**src/rtl/rx_filt_pkg.sv**
```systemverilog
package rx_filt_pkg;
  localparam int OCT_W     = 8;
  localparam int MAC_BYTES = 6;
  localparam int MAC_W     = OCT_W * MAC_BYTES;
  localparam int REG_W     = 32;
  localparam int HI_USED   = 2 * OCT_W;
  localparam int CNT_W     = $clog2(MAC_BYTES + 1);

  typedef logic [MAC_W-1:0] mac_t;

  typedef enum logic [1:0] {
    CLS_UNI   = 2'd0,
    CLS_MULTI = 2'd1,
    CLS_BCAST = 2'd2
  } cls_e;

  typedef struct packed {
    logic rx_on;
    logic promisc;
    logic multi;
    logic bcast;
    logic uni;
  } modes_t;

  // wire byte 0 sits at the top of mac_t; low register lanes are reversed
  function automatic mac_t station_from_regs(input logic [REG_W-1:0] lo,
                                             input logic [HI_USED-1:0] hi);
    mac_t m;
    for (int k = 0; k < 4; k++) begin
      m[k*OCT_W +: OCT_W] = lo[REG_W-OCT_W-k*OCT_W +: OCT_W];
    end
    m[MAC_W-1 -: OCT_W]       = hi[OCT_W-1:0];
    m[MAC_W-OCT_W-1 -: OCT_W] = hi[HI_USED-1:OCT_W];
    return m;
  endfunction

  function automatic cls_e classify(input mac_t d);
    if (&d)                 return CLS_BCAST;
    else if (d[MAC_W-OCT_W]) return CLS_MULTI;
    else                    return CLS_UNI;
  endfunction

  function automatic logic accept_rule(input modes_t md, input cls_e c,
                                       input logic hit);
    logic any;
    any = md.promisc
        | (md.bcast & (c == CLS_BCAST))
        | (md.multi & (c == CLS_MULTI))
        | (md.uni & hit);
    return md.rx_on & any;
  endfunction
endpackage

```
**src/rtl/station_addr_regs.sv**
```systemverilog
module station_addr_regs
  import rx_filt_pkg::*;
(
  input  logic             clk,
  input  logic             rst_n,
  input  logic             lo_we,
  input  logic             hi_we,
  input  logic [REG_W-1:0] wdata,
  output logic [REG_W-1:0] lo_q,
  output logic [REG_W-1:0] hi_q,
  output mac_t             station
);
  logic [REG_W-1:0]   lo_r;
  logic [HI_USED-1:0] hi_r;

  always_ff @(posedge clk) begin
    if (!rst_n) begin
      lo_r <= '0;
      hi_r <= '0;
    end else begin
      if (lo_we) lo_r <= wdata;
      if (hi_we) hi_r <= wdata[HI_USED-1:0];
    end
  end

  assign lo_q    = lo_r;
  assign hi_q    = {{(REG_W-HI_USED){1'b0}}, hi_r};
  assign station = station_from_regs(lo_r, hi_r);
endmodule

```
**src/rtl/dest_capture.sv**
```systemverilog
module dest_capture
  import rx_filt_pkg::*;
(
  input  logic             clk,
  input  logic             rst_n,
  input  logic             sof,
  input  logic             byte_vld,
  input  logic [OCT_W-1:0] byte_in,
  output mac_t             dest_now,
  output logic             last_byte
);
  localparam logic [CNT_W-1:0] CNT_FULL = CNT_W'(MAC_BYTES);
  localparam logic [CNT_W-1:0] CNT_LAST = CNT_W'(MAC_BYTES - 1);

  logic [CNT_W-1:0] cnt_q;
  mac_t             dest_q;
  logic             take;

  assign take      = byte_vld & (sof | (cnt_q < CNT_FULL));
  assign last_byte = byte_vld & ~sof & (cnt_q == CNT_LAST);
  assign dest_now  = {dest_q[MAC_W-OCT_W-1:0], byte_in};

  always_ff @(posedge clk) begin
    if (!rst_n) begin
      cnt_q  <= CNT_FULL;
      dest_q <= '0;
    end else if (sof) begin
      dest_q <= byte_vld ? {{(MAC_W-OCT_W){1'b0}}, byte_in} : '0;
      cnt_q  <= byte_vld ? CNT_W'(1) : '0;
    end else if (take) begin
      dest_q <= dest_now;
      cnt_q  <= cnt_q + CNT_W'(1);
    end
  end
endmodule

```
**src/rtl/mode_decider.sv**
```systemverilog
module mode_decider
  import rx_filt_pkg::*;
(
  input  mac_t   dest,
  input  mac_t   station,
  input  modes_t modes,
  output cls_e   cls,
  output logic   hit,
  output logic   verdict
);
  assign cls     = classify(dest);
  assign hit     = (dest == station);
  assign verdict = accept_rule(modes, cls, hit);
endmodule

```
**src/rtl/rx_dest_filter.sv**
```systemverilog
module rx_dest_filter
  import rx_filt_pkg::*;
(
  input  logic             clk,
  input  logic             rst_n,
  input  logic             sof,
  input  logic             byte_vld,
  input  logic [7:0]       byte_in,
  input  logic             rx_en,
  input  logic             promisc_en,
  input  logic             mcast_en,
  input  logic             bcast_en,
  input  logic             ucast_en,
  input  logic             sta_lo_we,
  input  logic             sta_hi_we,
  input  logic [31:0]      sta_wdata,
  output logic [31:0]      sta_lo_rd,
  output logic [31:0]      sta_hi_rd,
  output logic             done,
  output logic             accept
);
  mac_t   station;
  mac_t   dest_now;
  logic   last_byte;
  cls_e   frame_cls;
  logic   station_hit;
  logic   verdict;
  modes_t modes;
  logic   done_q;
  logic   accept_q;

  assign modes = '{rx_on: rx_en, promisc: promisc_en, multi: mcast_en,
                   bcast: bcast_en, uni: ucast_en};

  station_addr_regs u_regs (
    .clk(clk), .rst_n(rst_n), .lo_we(sta_lo_we), .hi_we(sta_hi_we),
    .wdata(sta_wdata), .lo_q(sta_lo_rd), .hi_q(sta_hi_rd), .station(station)
  );

  dest_capture u_cap (
    .clk(clk), .rst_n(rst_n), .sof(sof), .byte_vld(byte_vld),
    .byte_in(byte_in), .dest_now(dest_now), .last_byte(last_byte)
  );

  mode_decider u_dec (
    .dest(dest_now), .station(station), .modes(modes),
    .cls(frame_cls), .hit(station_hit), .verdict(verdict)
  );

  always_ff @(posedge clk) begin
    if (!rst_n) begin
      done_q   <= 1'b0;
      accept_q <= 1'b0;
    end else begin
      done_q <= last_byte;
      if (last_byte)  accept_q <= verdict;
      else if (sof)   accept_q <= 1'b0;
    end
  end

  assign done   = done_q;
  assign accept = accept_q;
endmodule

```
**config.mk**
```make
export PLATFORM = sky130hd
export DESIGN_NAME = rx_dest_filter
export DESIGN_NICKNAME = d
export VERILOG_FILES = /design/src/rtl/rx_filt_pkg.sv /design/src/rtl/station_addr_regs.sv /design/src/rtl/dest_capture.sv /design/src/rtl/mode_decider.sv /design/src/rtl/rx_dest_filter.sv
export SDC_FILE = /design/constraint.sdc
export NUM_CORES = 1
export LEC_CHECK = 0
export CORE_ASPECT_RATIO = 1.1
export CORE_MARGIN = 5
export CORE_UTILIZATION = 60
export CTS_CLUSTER_SIZE = 8
export DETAILED_ROUTE_END_ITERATION = 12
export DONT_BUFFER_PORTS = 1
export GPL_ROUTABILITY_DRIVEN = 0
export PLACE_DENSITY = 0.76
export SKIP_LAST_GASP = 1
export SLEW_MARGIN = 10
export SYNTH_ARGS = -nofsm -noshare
export SYNTH_HDL_FRONTEND = slang
export SYNTH_HIERARCHICAL = 1
export SYNTH_SLANG_ARGS = --single-unit
```
**constraint.sdc**
```tcl
create_clock -name clk -period 2.36 [get_ports clk]
set_input_delay 0.354 -clock clk [delete_from_list [all_inputs] [get_ports clk]]
set_output_delay 0.354 -clock clk [all_outputs]
set_load 0.1 [all_outputs]
```
==> run metrics <==
outcome completed; met3 WL 1300 um; minimum clock period 1890 ps; Min-Delay Path Depth 1; mapped cell area 4780 um^2; slew of the pin with the lowest slew margin 797 ps; most frequent cells in the layout dfxtp_1, nand2_1, buf_4; Top Metal Used met4; power per cell area 738 nW/um^2; Clk Latency, worst-skew pair 350 ps; synthesized area per cell 9.31 um^2; Clock power frac 29.7%; CP max FO 4; LEAKAGE 0.00218 uW; largest net degree at the start of global routing 64; H-Tree Depth 3; Final Hold Fails 0; gr usage total 22.6%; Yosys warnings 6; Detailed Route Iter0 Violations 337; Power Internal 2330 uW; die area 9860 um^2; metal2 WL 5020 um; Worst EP arrival 2150 ps; HP Class in -> reg; vias in the first global route 3371; leading cell type in the layout, fill and taps excluded dfxtp_1; R2R depth 6; DR vias 3414; Die X 95.1 um; drt pass-1 iters 5; crit path kind reg -> reg; Post-CTS Hold Fix Bufs 0; Slew Viols, Final 0; layout cells sized above 1 13.8%; Sequential Power Share 47.8%; Port Buffers 0; Core Rows 34; DRT met1 WL 4400 um; clock sink count 93; Mapped Cells 514; clock skew 8.41 ps; Critical Path RT 2620 ps; final period utilization 80.2%; initial antenna violation count 0; IO Pins 117; Net count, final 549; Die Height 104 um; CTS Buf Count 9; CTS tree built; setup bufs post-CTS 0; Longest Clk Path Bufs 2; Initial Utilization 61.1%; root buffer cell clkbuf_8; Peak VDD IR 0.399 mV; CTS clk-pin slew, worst paths 90 ps; Core Box Area 7830 um^2; Post-Route WL 11100 um; P&R area growth vs syn 0.575%; Worst setup EP type register; Rel. slew slack 46.9%; switching pwr 1220 uW; final hold slack 82.8 ps; final setup fails 0; Comb power frac 22.5%; wire length per cell 18.3 um; MaxCap Viol Count 0; setup_tns 0 ps; total gr overflow 0; RSZ-0062 raised after global routing no; Max Fclk 528 MHz; # diodes 0; DRC 0; HPWL Detailed 8260 um; Post-DRT Antenna Nets 0; global-route wire length before repair 17300 um; Sw Ratio 34.3%; PostCTS Resize Cnt 0; Critical Path Source Type register; Avg Vias per Cell 5.61
[final timing paths]
kind	start	to	slack, ps
worst max-delay path	u_cap/dest_q[21]	accept	470
worst min-delay path	rst_n	u_cap/cnt_q[2]	80
worst max register to register	u_cap/dest_q[21]	accept	470
worst min register to register	u_cap/dest_q[34]	u_cap/dest_q[34]	490
[critical path, stage by stage, from the launching register on]
cell and delay (ps):
dfxtp_1 400, nand4_1 130, nor4_2 350, nand3_1 180, or3_1 340, a32o_1 260
a21o_1 140
[registers in the layout, summed over array words and instances, names as in the netlist]
register      count
u_cap/cnt_q       3
accept            1
u_regs/hi_r      16
u_cap/dest_q     40
done              1
u_regs/lo_q      32
[metal layers]
layer,up-vias,track usage (%)
li1,1604,-
met1,1569,28.5
met2,208,34.1
met3,33,7.61
met4,0,11.1
met5,-,0
[final cells by class]
type	instances	area, um^2
fillers	686	3020
multi-input cells	338	2220
flip-flops and latches	93	1860
repair buffers	52	390
clock buffers	13	149
well taps	108	135
clock inverters	3	45.0
inverters	2	7.51
[stage by stage]
step / cell area [um^2] / utilization (%) / worst slack [ps] / cells / total power [uW]
floorplan: 4840 / - / 298 / 529 / 2530
global placement: 4620 / 59.0 / 566 / 593 / 2520
detailed placement: 4620 / 59.0 / 526 / 593 / 2530
CTS: 4810 / 61.5 / 514 / 609 / 3580
global route: 4810 / 61.5 / 425 / 609 / 3680
finish: 4810 / 61.5 / 466 / 609 / 3550
[power groups by stage]
stage / Combinational [uW] / Sequential (uW) / Clock, uW
2_1_floorplan: 470 / 2060 / 0
3_3_place_gp: 783 / 1730 / 0
3_5_place_dp: 792 / 1730 / 0
4_1_cts: 794 / 1700 / 1090
5_1_grt: 826 / 1700 / 1150
6_report: 798 / 1700 / 1050
(Power assumes the default switching activity.)
